`config.mk`:
```
export PLATFORM = sky130hd
export DESIGN_NAME = seg_priv_check
export DESIGN_NICKNAME = d
export VERILOG_FILES = /design/src/rtl/seg_chk_pkg.sv /design/src/rtl/seg_chk_load.sv /design/src/rtl/seg_chk_xfer.sv /design/src/rtl/seg_priv_check.sv
export SDC_FILE = /design/constraint.sdc
export NUM_CORES = 1
export LEC_CHECK = 0
export ABC_AREA = 0
export BUFFER_PORTS_ARGS = -buffer_cell sky130_fd_sc_hd__buf_2
export CELL_PAD_IN_SITES_DETAIL_PLACEMENT = 1
export CELL_PAD_IN_SITES_GLOBAL_PLACEMENT = 2
export CORE_ASPECT_RATIO = 0.75
export CORE_MARGIN = 3
export CORE_UTILIZATION = 29
export CTS_CLUSTER_DIAMETER = 50
export DETAILED_ROUTE_END_ITERATION = 8
export PLACE_DENSITY = 0.9
export SYNTH_ARGS = -nofsm -noshare
export SYNTH_HDL_FRONTEND = slang
export SYNTH_SLANG_ARGS = --single-unit
```
`constraint.sdc`:
```
create_clock -name clk_i -period 1.9 [get_ports clk_i]
set_clock_uncertainty 0.2 [all_clocks]
set_input_delay 0.38 -clock clk_i [delete_from_list [all_inputs] [get_ports clk_i]]
set_output_delay 0.38 -clock clk_i [all_outputs]
set_load 0.005 [all_outputs]
```
`src/rtl/seg_chk_pkg.sv`:
```
package seg_chk_pkg;
  typedef enum logic [1:0] {
    OP_LOAD_DATA  = 2'd0,
    OP_LOAD_STACK = 2'd1,
    OP_FAR_JMP    = 2'd2,
    OP_FAR_CALL   = 2'd3
  } seg_op_e;

  typedef enum logic [1:0] {
    KIND_DATA = 2'd0,
    KIND_CODE = 2'd1,
    KIND_GATE = 2'd2,
    KIND_SYS  = 2'd3
  } desc_kind_e;

  typedef enum logic [2:0] {
    FLT_NONE   = 3'd0,
    FLT_LIMIT  = 3'd1,
    FLT_ABSENT = 3'd2,
    FLT_TYPE   = 3'd3,
    FLT_PRIV   = 3'd4,
    FLT_GATE   = 3'd5
  } fault_e;

  localparam int unsigned ATTR_RW   = 0;
  localparam int unsigned ATTR_CONF = 1;
endpackage

```
`src/rtl/seg_chk_load.sv`:
```
module seg_chk_load
  import seg_chk_pkg::*;
(
  input  logic       is_stack_i,
  input  logic       idx_ok_i,
  input  logic [1:0] cpl_i,
  input  logic [1:0] rpl_i,
  input  logic [1:0] kind_i,
  input  logic [1:0] attr_i,
  input  logic [1:0] dpl_i,
  input  logic       present_i,
  output logic [2:0] fault_o
);
  logic [1:0] eff_pl;
  logic       type_ok;
  logic       priv_ok;
  fault_e     fault;

  always_comb begin
    eff_pl = (cpl_i > rpl_i) ? cpl_i : rpl_i;
    if (is_stack_i) begin
      type_ok = (kind_i == KIND_DATA) && attr_i[ATTR_RW];
      priv_ok = (dpl_i == cpl_i);
    end else begin
      type_ok = (kind_i == KIND_DATA) || ((kind_i == KIND_CODE) && attr_i[ATTR_RW]);
      priv_ok = (dpl_i >= eff_pl);
    end
    if (!idx_ok_i)       fault = FLT_LIMIT;
    else if (!type_ok)   fault = FLT_TYPE;
    else if (!present_i) fault = FLT_ABSENT;
    else if (!priv_ok)   fault = FLT_PRIV;
    else                 fault = FLT_NONE;
    fault_o = fault;
  end
endmodule

```
`src/rtl/seg_chk_xfer.sv`:
```
module seg_chk_xfer
  import seg_chk_pkg::*;
#(
  parameter int unsigned IDX_W = 13,
  parameter int unsigned OFF_W = 32
) (
  input  logic             is_call_i,
  input  logic             idx_ok_i,
  input  logic [1:0]       cpl_i,
  input  logic [IDX_W-1:0] tbl_limit_i,
  input  logic [IDX_W-1:0] sel_index_i,
  input  logic [1:0]       kind_i,
  input  logic [1:0]       attr_i,
  input  logic [1:0]       dpl_i,
  input  logic             present_i,
  input  logic [OFF_W-1:0] limit_i,
  input  logic [OFF_W-1:0] offset_i,
  input  logic [IDX_W-1:0] gate_index_i,
  input  logic [OFF_W-1:0] gate_offset_i,
  input  logic [1:0]       tgt_kind_i,
  input  logic [1:0]       tgt_attr_i,
  input  logic [1:0]       tgt_dpl_i,
  input  logic             tgt_present_i,
  input  logic [OFF_W-1:0] tgt_limit_i,
  output logic [2:0]       fault_o,
  output logic [1:0]       new_cpl_o,
  output logic [IDX_W-1:0] index_o,
  output logic [OFF_W-1:0] offset_o
);
  logic   via_gate;
  logic   direct_priv_ok;
  fault_e fault;

  assign via_gate = (kind_i == KIND_GATE);
  assign direct_priv_ok = attr_i[ATTR_CONF] ? (dpl_i <= cpl_i) : (dpl_i == cpl_i);

  always_comb begin
    if (!idx_ok_i)                         fault = FLT_LIMIT;
    else if (via_gate) begin
      if (!is_call_i)                      fault = FLT_GATE;
      else if (dpl_i < cpl_i)              fault = FLT_PRIV;
      else if (!present_i)                 fault = FLT_ABSENT;
      else if (gate_index_i > tbl_limit_i) fault = FLT_LIMIT;
      else if (tgt_kind_i != KIND_CODE)    fault = FLT_TYPE;
      else if (!tgt_present_i)             fault = FLT_ABSENT;
      else if (tgt_dpl_i > cpl_i)          fault = FLT_PRIV;
      else if (gate_offset_i > tgt_limit_i) fault = FLT_LIMIT;
      else                                 fault = FLT_NONE;
    end
    else if (kind_i != KIND_CODE)          fault = FLT_TYPE;
    else if (!present_i)                   fault = FLT_ABSENT;
    else if (!direct_priv_ok)              fault = FLT_PRIV;
    else if (offset_i > limit_i)           fault = FLT_LIMIT;
    else                                   fault = FLT_NONE;
    fault_o = fault;
  end

  always_comb begin
    if (via_gate) begin
      new_cpl_o = tgt_attr_i[ATTR_CONF] ? cpl_i : tgt_dpl_i;
      index_o   = gate_index_i;
      offset_o  = gate_offset_i;
    end else begin
      new_cpl_o = attr_i[ATTR_CONF] ? cpl_i : dpl_i;
      index_o   = sel_index_i;
      offset_o  = offset_i;
    end
  end
endmodule

```
`src/rtl/seg_priv_check.sv`:
```
module seg_priv_check
  import seg_chk_pkg::*;
#(
  parameter int unsigned IDX_W = 13,
  parameter int unsigned OFF_W = 32
) (
  input  logic             clk_i,
  input  logic             rst_ni,
  input  logic             req_valid_i,
  input  logic [1:0]       op_i,
  input  logic [1:0]       cpl_i,
  input  logic [1:0]       sel_rpl_i,
  input  logic [IDX_W-1:0] sel_index_i,
  input  logic [IDX_W-1:0] tbl_limit_i,
  input  logic [1:0]       desc_kind_i,
  input  logic [1:0]       desc_attr_i,
  input  logic [1:0]       desc_dpl_i,
  input  logic             desc_present_i,
  input  logic [OFF_W-1:0] desc_limit_i,
  input  logic [OFF_W-1:0] offset_i,
  input  logic [IDX_W-1:0] gate_index_i,
  input  logic [OFF_W-1:0] gate_offset_i,
  input  logic [1:0]       gtgt_kind_i,
  input  logic [1:0]       gtgt_attr_i,
  input  logic [1:0]       gtgt_dpl_i,
  input  logic             gtgt_present_i,
  input  logic [OFF_W-1:0] gtgt_limit_i,
  output logic             done_o,
  output logic             accept_o,
  output logic [2:0]       fault_code_o,
  output logic [1:0]       new_cpl_o,
  output logic [IDX_W-1:0] commit_index_o,
  output logic [1:0]       commit_rpl_o,
  output logic [OFF_W-1:0] commit_offset_o
);
  seg_op_e          op;
  logic             is_xfer;
  logic             idx_ok;
  logic [2:0]       load_fault, xfer_fault, fault_d;
  logic [1:0]       xfer_cpl, cpl_d, rpl_d;
  logic [IDX_W-1:0] xfer_index, index_d;
  logic [OFF_W-1:0] xfer_offset, offset_d;

  assign op      = seg_op_e'(op_i);
  assign is_xfer = (op == OP_FAR_JMP) || (op == OP_FAR_CALL);
  assign idx_ok  = (sel_index_i <= tbl_limit_i);

  seg_chk_load u_load (
    .is_stack_i (op == OP_LOAD_STACK),
    .idx_ok_i   (idx_ok),
    .cpl_i      (cpl_i),
    .rpl_i      (sel_rpl_i),
    .kind_i     (desc_kind_i),
    .attr_i     (desc_attr_i),
    .dpl_i      (desc_dpl_i),
    .present_i  (desc_present_i),
    .fault_o    (load_fault)
  );

  seg_chk_xfer #(.IDX_W(IDX_W), .OFF_W(OFF_W)) u_xfer (
    .is_call_i     (op == OP_FAR_CALL),
    .idx_ok_i      (idx_ok),
    .cpl_i         (cpl_i),
    .tbl_limit_i   (tbl_limit_i),
    .sel_index_i   (sel_index_i),
    .kind_i        (desc_kind_i),
    .attr_i        (desc_attr_i),
    .dpl_i         (desc_dpl_i),
    .present_i     (desc_present_i),
    .limit_i       (desc_limit_i),
    .offset_i      (offset_i),
    .gate_index_i  (gate_index_i),
    .gate_offset_i (gate_offset_i),
    .tgt_kind_i    (gtgt_kind_i),
    .tgt_attr_i    (gtgt_attr_i),
    .tgt_dpl_i     (gtgt_dpl_i),
    .tgt_present_i (gtgt_present_i),
    .tgt_limit_i   (gtgt_limit_i),
    .fault_o       (xfer_fault),
    .new_cpl_o     (xfer_cpl),
    .index_o       (xfer_index),
    .offset_o      (xfer_offset)
  );

  // rpl of a code selector follows the new cpl
  always_comb begin
    if (is_xfer) begin
      fault_d  = xfer_fault;
      cpl_d    = xfer_cpl;
      rpl_d    = xfer_cpl;
      index_d  = xfer_index;
      offset_d = xfer_offset;
    end else begin
      fault_d  = load_fault;
      cpl_d    = cpl_i;
      rpl_d    = sel_rpl_i;
      index_d  = sel_index_i;
      offset_d = '0;
    end
  end

  logic             done_q;
  logic             xfer_q, stack_q;
  logic [2:0]       fault_q;
  logic [1:0]       cpl_q, rpl_q;
  logic [IDX_W-1:0] index_q;
  logic [OFF_W-1:0] offset_q;

  always_ff @(posedge clk_i or negedge rst_ni) begin
    if (!rst_ni) begin
      done_q   <= 1'b0;
      xfer_q   <= 1'b0;
      stack_q  <= 1'b0;
      fault_q  <= '0;
      cpl_q    <= '0;
      rpl_q    <= '0;
      index_q  <= '0;
      offset_q <= '0;
    end else begin
      done_q  <= req_valid_i;
      xfer_q  <= req_valid_i && is_xfer;
      stack_q <= req_valid_i && (op == OP_LOAD_STACK);
      fault_q <= req_valid_i ? fault_d : '0;
      if (req_valid_i && (fault_d == FLT_NONE)) begin
        cpl_q    <= cpl_d;
        rpl_q    <= rpl_d;
        index_q  <= index_d;
        offset_q <= offset_d;
      end else begin
        cpl_q    <= '0;
        rpl_q    <= '0;
        index_q  <= '0;
        offset_q <= '0;
      end
    end
  end

  assign done_o          = done_q;
  assign accept_o        = done_q && (fault_q == FLT_NONE);
  assign fault_code_o    = fault_q;
  assign new_cpl_o       = cpl_q;
  assign commit_rpl_o    = rpl_q;
  assign commit_index_o  = index_q;
  assign commit_offset_o = offset_q;

  assert_done_R1: assert property (@(posedge clk_i) disable iff (!rst_ni)
    req_valid_i |=> done_o);
  assert_idle_R1: assert property (@(posedge clk_i) disable iff (!rst_ni)
    !req_valid_i |=> (!done_o && !accept_o && fault_code_o == 3'd0));
  assert_clean_fault_R12: assert property (@(posedge clk_i) disable iff (!rst_ni)
    (fault_code_o != 3'd0) |-> (!accept_o && new_cpl_o == 2'd0 && commit_rpl_o == 2'd0
                               && commit_index_o == '0 && commit_offset_o == '0));
  assert_cpl_bound_R8: assert property (@(posedge clk_i) disable iff (!rst_ni)
    accept_o |-> (new_cpl_o <= $past(cpl_i)));
  assert_rpl_forced_R8: assert property (@(posedge clk_i) disable iff (!rst_ni)
    (accept_o && xfer_q) |-> (commit_rpl_o == new_cpl_o));
  assert_stack_dpl_R6: assert property (@(posedge clk_i) disable iff (!rst_ni)
    (accept_o && stack_q) |-> ($past(desc_dpl_i) == $past(cpl_i)));
endmodule

```
; Yosys cells after proc, flatten, opt, wreduce, memory -nomap -nowiden
; Index checks and enable logic that the tools add are counted.
[op_classes]
n_lt_le_gt_ge = 9
eq_ne = 8
mux = 37
reduce_logical = 9
[ops]
columns = operator, n
row1 = 2-to-1 mux 32 bit, 3
row2 = > comparator 32 bit, 2
row3 = 2-to-1 mux 3 bit, 18
row4 = 2-to-1 mux 13 bit, 3
row5 = 2-to-1 mux 2 bit, 8
row6 = > comparator 13 bit, 1
row7 = less-or-equal comparator 13 bit, 1
row8 = "equality test 2 bit, second input constant", 3
row9 = zero test 3 bit, 2
row10 = 2-to-1 mux 1 bit, 5
row11 = "equality test 2 x 1 -> 1 bit, second input constant", 2
row12 = > comparator 2 bit, 2
row13 = logical AND 1 bit, 4
row14 = "!= test 2 x 1 -> 1 bit, second input constant", 2
row15 = equality test 2 bit, 1
row16 = >= comparator 2 bit, 1
row17 = less-or-equal comparator 2 bit, 1
row18 = zero test 2 bit, 1
row19 = logical OR 1 bit, 2
row20 = less-than comparator 2 bit, 1
[totals]
reg_bits = 53
inputBits = 190
output_inout_bits = 54
elab_cells = 69

; Logic depth before layout (Yosys ltp)
; Gate-level depths: netlist (run 1).
[depth]
depth_word = 15
depth_mapped = 15
mapped_depth_nobuf = 14

; By module
; A second synthesis (run 1) with hierarchy kept.
[unflattened]
hier_cells = 583
area_unflattened_um2 = 5213.8
[by_module_without_submodules]
columns = module, instances, cells_per_inst, area_each_um2, seq_area_each_um2
row1 = seg_chk_xfer, 1, 366, 2773.9, 0.0
row2 = seg_priv_check, 1, 189, 2239.6, 1326.3
row3 = seg_chk_load, 1, 28, 200.2, 0.0

; Worst setup path before layout (run 1)
; No wires, ideal clock.
[synth_path]
path_kind = input -> register
from = input port cpl_i[0]
to = register index_q[1] (netlist: commit_index_o[1])
setup_time_ns = 0.142
arrival_ns = 2.600
t_required_ns = 1.558
setup_slack_ns = -1.041
path_stages = 14
path_buffers = 1
path_cell_list = inv_1 > ha_1 > nor2_1 > a211oi_1 > a211oi_1 > ha_1 > nand2b_1 > a21oi_1 > o21ai_0 > o41a_1 > a211oi_2 > nand2b_1 > buf_4 > nor4_2
[synth_between]
elab_chain_cells = 14
elab_cells_between_ends = 29
cone_classes = order compare: 5 / eq/ne: 1 / mux: 21 / reduce/logical: 2
[synth_lines]
columns = element, line
row1 = start: declaration, seg_priv_check.sv:11  ; input logic [1:0] cpl_i,
row2 = > comparator 2 bit, seg_chk_xfer.sv:46  ; else if (tgt_dpl_i > cpl_i) fault = FLT_PRIV;
row3 = 2-to-1 mux 3 bit, seg_chk_xfer.sv:46
row4 = 2-to-1 mux 3 bit, seg_chk_xfer.sv:45  ; else if (!tgt_present_i) fault = FLT_ABSENT;
row5 = 2-to-1 mux 3 bit, seg_chk_xfer.sv:44  ; else if (tgt_kind_i != KIND_CODE) fault = FLT_TYPE;
row6 = 2-to-1 mux 3 bit, seg_chk_xfer.sv:43  ; else if (gate_index_i > tbl_limit_i) fault = FLT_LIMIT;
row7 = 2-to-1 mux 3 bit, seg_chk_xfer.sv:42  ; else if (!present_i) fault = FLT_ABSENT;
row8 = 2-to-1 mux 3 bit, seg_chk_xfer.sv:41  ; else if (dpl_i < cpl_i) fault = FLT_PRIV;
row9 = 2-to-1 mux 3 bit, seg_chk_xfer.sv:40  ; if (!is_call_i) fault = FLT_GATE;
row10 = 2-to-1 mux 3 bit, seg_chk_xfer.sv:39  ; else if (via_gate) begin
row11 = 2-to-1 mux 3 bit, seg_chk_xfer.sv:38  ; if (!idx_ok_i) fault = FLT_LIMIT;
row12 = 2-to-1 mux 3 bit *, seg_priv_check.sv:87  ; if (is_xfer) begin
row13 = zero test 3 bit *, seg_priv_check.sv:124  ; if (req_valid_i && (fault_d == FLT_NONE)) begin
row14 = logical AND 1 bit *, seg_priv_check.sv:124
row15 = 2-to-1 mux 13 bit *, seg_priv_check.sv:124
row16 = end signal: assignment, seg_priv_check.sv:127  ; index_q <= index_d;
row17 = end: declaration, seg_priv_check.sv:106  ; logic [IDX_W-1:0] index_q;
; Every way passes the cells marked *; elsewhere a longest branch is shown, timed or not.

; Final worst setup path (run 1)
[layout_path]
from = input port cpl_i[0]
to = register offset_q[10] (netlist: commit_offset_o[10])
[layout_between]
elab_chain_cells = 14
elab_cells_between_ends = 29
cone_classes = order compare: 5 / eq/ne: 1 / mux: 21 / reduce/logical: 2
[layout_lines]
columns = element, line
row1 = > comparator 2 bit, seg_chk_xfer.sv:46
row2 = 2-to-1 mux 3 bit, seg_chk_xfer.sv:46
row3 = 2-to-1 mux 3 bit, seg_chk_xfer.sv:45
row4 = 2-to-1 mux 3 bit, seg_chk_xfer.sv:44
row5 = 2-to-1 mux 3 bit, seg_chk_xfer.sv:43
row6 = 2-to-1 mux 3 bit, seg_chk_xfer.sv:42
row7 = 2-to-1 mux 3 bit, seg_chk_xfer.sv:41
row8 = 2-to-1 mux 3 bit, seg_chk_xfer.sv:40
row9 = 2-to-1 mux 3 bit, seg_chk_xfer.sv:39
row10 = 2-to-1 mux 3 bit, seg_chk_xfer.sv:38
row11 = 2-to-1 mux 3 bit *, seg_priv_check.sv:87
row12 = zero test 3 bit *, seg_priv_check.sv:124
row13 = logical AND 1 bit *, seg_priv_check.sv:124
row14 = 2-to-1 mux 32 bit *, seg_priv_check.sv:124
row15 = end signal: assignment, seg_priv_check.sv:128  ; offset_q <= offset_d;
row16 = end: declaration, seg_priv_check.sv:107  ; logic [OFF_W-1:0] offset_q;
; Marks and branches as above.

==> results of run 1 <==
worst max-delay path: cells and delay by family:
kind | cells | cell delay, ns
simple gates | 3 | 0.22
compound gates | 6 | 1.08
fa+ha+maj | 2 | 0.58
buf+inv | 5 | 0.57
through the flow:
| step | setup TNS, ns | area [sq um] | power [W] | setup slack [ns] | hold WS, ns |
|---|---|---|---|---|---|
| 2_1_floorplan | -45.01 | 5920 | 0.00202 | -0.933 | -0.116 |
| 3_3_place_gp | -64.89 | 8500 | 0.00282 | -1.30 | 0.199 |
| 3_5_place_dp | -68.82 | 8500 | 0.00288 | -1.38 | 0.210 |
| 4_1_cts | -45.51 | 8940 | 0.00389 | -0.926 | 0.0902 |
| 5_1_grt | -53.04 | 9250 | 0.00426 | -1.09 | 0.0873 |
| 6_report | -46.91 | 9250 | 0.00398 | -0.977 | 0.0938 |
worst max-delay path by stage:
stage                        start                   to
after CTS                 cpl_i[0]    commit_index_o[5]
after floorplan           cpl_i[0]    commit_index_o[1]
after global placement    cpl_i[0]    commit_index_o[5]
after detailed placement  cpl_i[0]    commit_index_o[5]
after global routing      cpl_i[0]  commit_offset_o[10]
final                     cpl_i[0]  commit_offset_o[10]
cells by family (layout without fill, tap and decap cells):
| group | Yosys count | count (layout) |
|---|---|---|
| multiplexers | 12 | 12 |
| AND/OR/NAND/NOR | 304 | 304 |
| AO/OA/AOI/OAI | 101 | 101 |
| buffers and inverters | 123 | 503 |
| other | 0 | 1 |
| flip-flops | 53 | 53 |
| adder cells (fa/ha/maj) | 100 | 100 |
registers in the layout (all words and copies together) (netlist names):
| signal | cells |
|---|---|
| commit_offset_o | 32 |
| commit_index_o | 13 |
| fault_code_o | 3 |
| commit_rpl_o | 2 |
| new_cpl_o | 2 |
| done_o | 1 |
power by group through the flow:
stage               clock network (W)  registers (W)  logic, W
floorplan                           0        0.00118  0.000836
detailed placement                  0        0.00118   0.00170
global route                 0.000953        0.00116   0.00214
finish                       0.000880        0.00116   0.00194
global placement                    0        0.00118   0.00164
CTS                          0.000902        0.00116   0.00182
cell usage in the layout, fill, tap and decap left out, drive strengths merged, types with 22 or more instances in the layout:
cell type,count
nand2,141
o21ai,22
inv,91
nor2,25
nor4,55
a21oi,36
buf,400
nand3,42
dfrtp,53
ha,99
layout make-up:
type                            count  share of cell area
Sequential cell                    53               0.143
Inverter                           91              0.0412
Timing Repair Buffer              404               0.291
Clock inverter                      1            0.000811
Antenna cell                        1            0.000270
Clock buffer                        7              0.0143
Tap cell                          247              0.0334
Multi-Input combinational cell    517               0.475
metal layers:
layer  vias to the layer above  global-route usage  part of all wire  wire length [um]
met2                       162               0.365              0.48             11300
li1                       3187                   -                 -                 -
met3                        21              0.0374             0.052              1210
met1                      3078               0.282              0.45             10600
met4                         0              0.0342             0.014               326
met5                         -                   0                 0                 0
repair_timing:
action | in CTS | in global routing
setup endpoints to repair | 52 | 52
hold buffers | 1 | 0
resized for setup | 40 | 46
setup buffers | 5 | 2
endpoints found under the hold margin | 18 | 0
pin swaps | 26 | 19
gates cloned | 2 | 4
==> flow_summary.yaml, run 1 <==
setup_path:
  endpoint_kind: "flop"
  cp-start-kind: "input pin"
  crit_chain: "buf_12 -> inv_12 -> ha_4 -> nor2_4 -> a211oi_2 -> a211oi_2 -> ha_1 -> nand2b_4 -> a21oi_4 -> o21ai_2 -> o41a_1 -> a211oi_4 -> buf_4 -> buf_8 -> clkbuf_16 -> nor4_2"
  cpPeakStageDelay_ns: 0.36
  cp_common_cell: "a211oi_2"
  cp.required_ns: 1.86
  worstSetupPathType: "input pin to flop"
  crit_arrival_ns: 2.84
  crit_slowest_cell: "o41a_1"
  critPathMaxFanout: 5
synth:
  synthTopCellsByArea: "dfrtp_1 (23%), ha_1 (22%), nor4_2 (11%), nand2_1 (9.3%), inv_1 (6.0%)"
  synth-async-reset-ratio: 1.00
  synth_mux_area_frac: 0.0222
  synth_common_cells: "nand2_1 (141), ha_1 (99), inv_1 (91)"
  synth_edf_count: 0
  synth_top_area_share: 0.233
  synth_simple_gate_area_share: 0.317
  syn-num-nets: 982
  yosysMostFrequentCell: "nand2_1"
  synth_cells: 693
  ys_types: 56
  yosysTopAreaCell: "dfrtp_1"
  synth.avg_cell_area_sq_um: 8.20
  synth_compound_area_frac: 0.116
  ys_ff_latch: 53
  syn-cell-area_sq_um: 5680
  synthFlopType: "dfrtp_1"
  ys_seq_area_frac: 0.233
  synth_xor_area_frac: 0
  yosysWarnings: 0
  synth_adder_area_share: 0.220
  synth_top_family_by_area: "simple AND/OR/NAND/NOR gates"
status:
  violations: "negative setup slack"
  outcome: "finished with violations"
pwr:
  pwr-share-comb: 0.488
  power.switching_w: 0.00141
  p_clk_frac: 0.221
  max-vdd-ir-drop_mv: 0.318
  p_seq_frac: 0.291
  powerDensity_nw_per_um2: 430
  swShare: 0.355
  p_leak_nw: 4.76
  intPower_w: 0.00257
final_layout:
  multiInputGateArea_sq_um: 4400
  nets: 1361
  fill_cells: 2329
  ff_latch_area_sq_um: 1330
  drive_above_1_share: 0.508
  utilization: 0.491
  area.growth.synth_to_final_pct: 62.9
  stdcell_count: 1321
drt:
  wl_per_cell_um: 17.7
  vias_per_cell: 4.88
  antenna_left: 0
  drcViolationCount: 0
  dr.pass1.iters: 4
  routed_wl_um: 23400
  via_count: 6448
  initialDrtViolationCount: 214
floorplan:
  die-width_um: 168
  pin_count: 244
  rows: 43
  core_area_sq_um: 18800
  initial_utilization: 0.302
  die_y_um: 127
  die-area_sq_um: 21300
placement:
  port_buffers: 242
  hpwl_um: 19500
  place_inst: 1301
  gp_congestion: 0.859
timing:
  fin_crit_ns: 2.88
  relSlewSlack: 0.502
  rsz0062_at_grt: "true"
  setup_ws_ns: -0.977
  setup_viol: 52
  hold_viol: 0
  slew_viol_final: 0
  clock.fmax_mhz: 348
  tightest_slew_ns: 0.746
  fin_crit_sh: 1.51
min_path:
  min_from: "req_valid_i"
  min_delay_path_depth: 1
  hold_path.class: "input pin to flop"
  min_to: "done_o"
grt:
  grt_pass1_wl_um: 36500
  track_usage: 0.211
  globalRoute.totalOverflow: 0
  antenna_found_initial: 1
  grt_start_max_net_pins: 37
  grt_pass1_vias: 7021
clock_network:
  clock-sinks: 53
  cts_buffers: 5
  clk_pin_slew_ns: 0.07
  clockBufferDepth: 2
  htreeDepth: 2
  ctsRootBufferMaster: "clkbuf_16"
  cts_tree: "yes"
flow_run:
  drv_cap: 0
Power figures use the tool's default switching activity.
==> inputs of run 2 (changes only) <==
--- a/config.mk
+++ b/config.mk
@@ -15,6 +15,7 @@
 export CTS_CLUSTER_DIAMETER = 50
 export DETAILED_ROUTE_END_ITERATION = 8
 export PLACE_DENSITY = 0.9
+export RECOVER_POWER = 25
 export SYNTH_ARGS = -nofsm -noshare
 export SYNTH_HDL_FRONTEND = slang
 export SYNTH_SLANG_ARGS = --single-unit
==> run 2 against run 1 <==
The flow still finishes with violations (negative setup slack). Sequential share of layout area about the same. Sequential power about the same. Combinational power about the same. Core utilization down 0.053 points. Clock-buffer cell count unchanged. Fmax about the same. Setup slack worse by 0.0010 ns. Final area down 0.11%. Flip-flop and latch count unchanged. Worst hold slack better by 0.057 ns.
==> flow_summary.yaml, run 2 (synthesis results as in run 1) <==
status:
  outcome: "finished with violations"
  violations: "negative setup slack"
placement:
  gp_congestion: 0.859
  port_buffers: 242
  hpwl_um: 19500
  place_inst: 1301
final_layout:
  final_cell_mix: "buf_2 (227), buf_4 (141), nand2_1 (139)"
  stdcell_count: 1321
  largest_reg_flops: 32
  drive_above_1_share: 0.500
  area.growth.synth_to_final_pct: 62.7
  nets: 1361
  utilization: 0.491
  final_common_cell: "buf_2"
floorplan:
  initial_utilization: 0.302
  die-area_sq_um: 21300
  rows: 43
  die_y_um: 127
  die-width_um: 168
  pin_count: 244
  core_area_sq_um: 18800
clock_network:
  ctsRootBufferMaster: "clkbuf_16"
  htreeDepth: 2
  cts_buffers: 5
  cts_tree: "yes"
  clk_pin_slew_ns: 0.07
  clockBufferDepth: 2
  clock-sinks: 53
pwr:
  swShare: 0.355
  intPower_w: 0.00257
  max-vdd-ir-drop_mv: 0.318
  powerDensity_nw_per_um2: 431
  power.switching_w: 0.00141
  p_clk_frac: 0.221
  p_seq_frac: 0.291
  pwr-share-comb: 0.488
  p_leak_nw: 4.73
timing:
  tightest_slew_ns: 0.745
  clock.fmax_mhz: 347
  fin_crit_ns: 2.88
  slew_viol_final: 0
  relSlewSlack: 0.502
  setup_ws_ns: -0.978
  rsz0062_at_grt: "true"
  hold_viol: 0
  setup_viol: 52
  fin_crit_sh: 1.51
grt:
  track_usage: 0.211
  grt_pass1_vias: 7021
  grt_pass1_wl_um: 36500
  globalRoute.totalOverflow: 0
  grt_start_max_net_pins: 37
  antenna_found_initial: 1
drt:
  vias_per_cell: 4.88
  antenna_left: 0
  routed_wl_um: 23400
  initialDrtViolationCount: 216
  via_count: 6446
  drcViolationCount: 0
  wl_per_cell_um: 17.7
  dr.pass1.iters: 4
flow_run:
  drv_cap: 0
setup_path:
  cp-start-kind: "input pin"
  endpoint_kind: "flop"
  startpoint: "cpl_i[0]"
  endpoint: "commit_offset_o[10]"
  cp.required_ns: 1.86
  worstSetupPathType: "input pin to flop"
  critPathMaxFanout: 5
  crit_arrival_ns: 2.84
min_path:
  min_from: "req_valid_i"
  hold_path.class: "input pin to flop"
run 2: layout make-up:
| cell class | instances | area, sq um |
|---|---|---|
| Clock inverter | 1 | 7.51 |
| Antenna cell | 1 | 2.50 |
| Clock buffer | 7 | 133 |
| Fill cell | 2332 | 9590 |
| Sequential cell | 53 | 1330 |
| Multi-Input combinational cell | 517 | 4400 |
| Inverter | 91 | 382 |
| Timing Repair Buffer | 404 | 2690 |
| Tap cell | 247 | 309 |
run 2: worst min-delay path by stage:
stage	to	slack [ns]	cells past startpoint
2_1_floorplan	commit_index_o[0]	-0.12	0
3_3_place_gp	done_o	0.20	1
3_5_place_dp	done_o	0.21	1
4_1_cts	done_o	0.09	1
5_1_grt	done_o	0.16	1
6_report	done_o	0.15	1
run 2: layer usage:
metal,track usage,routed length [um]
met5,0,0
met4,0.0342,326
met3,0.0374,1250
met2,0.365,11300
met1,0.282,10600
run 2: critical path, stage by stage:
cell	delay, ns
buf_12	0.09
inv_12	0.03
ha_4	0.28
nor2_4	0.03
a211oi_2	0.21
a211oi_2	0.07
ha_1	0.30
nand2b_4	0.15
a21oi_4	0.15
o21ai_2	0.07
o41a_1	0.36
a211oi_4	0.22
buf_4	0.16
buf_8	0.13
clkbuf_16	0.16
nor4_2	0.04
run 2: what timing repair did:
| item | in CTS | in global routing |
|---|---|---|
| gates resized for setup | 40 | 46 |
| pin swaps | 26 | 19 |
| endpoints found under the setup margin | 52 | 52 |
| hold endpoints to repair | 18 | 0 |
| cloned | 2 | 4 |
| buffers inserted | 5 | 2 |
| hold buffers | 1 | 0 |
run 2: power by group through the flow:
| stage | logic (W) | registers (W) | clock network [W] |
|---|---|---|---|
| floorplan | 0.000836 | 0.00118 | 0 |
| global placement | 0.00164 | 0.00118 | 0 |
| detailed placement | 0.00170 | 0.00118 | 0 |
| CTS | 0.00182 | 0.00116 | 0.000902 |
| global route | 0.00214 | 0.00116 | 0.000953 |
| finish | 0.00194 | 0.00116 | 0.000882 |
run 2: per-stage QoR:
step | setup TNS, ns | worst slack [ns] | cell area (sq um) | hold slack, ns | total power [W]
after floorplan | -45.01 | -0.933 | 5920 | -0.116 | 0.00202
after CTS | -45.51 | -0.926 | 8940 | 0.0902 | 0.00389
after detailed placement | -68.82 | -1.38 | 8500 | 0.210 | 0.00288
after global routing | -53.05 | -1.09 | 9240 | 0.155 | 0.00425
after global placement | -64.89 | -1.30 | 8500 | 0.199 | 0.00282
final | -46.95 | -0.978 | 9240 | 0.151 | 0.00398
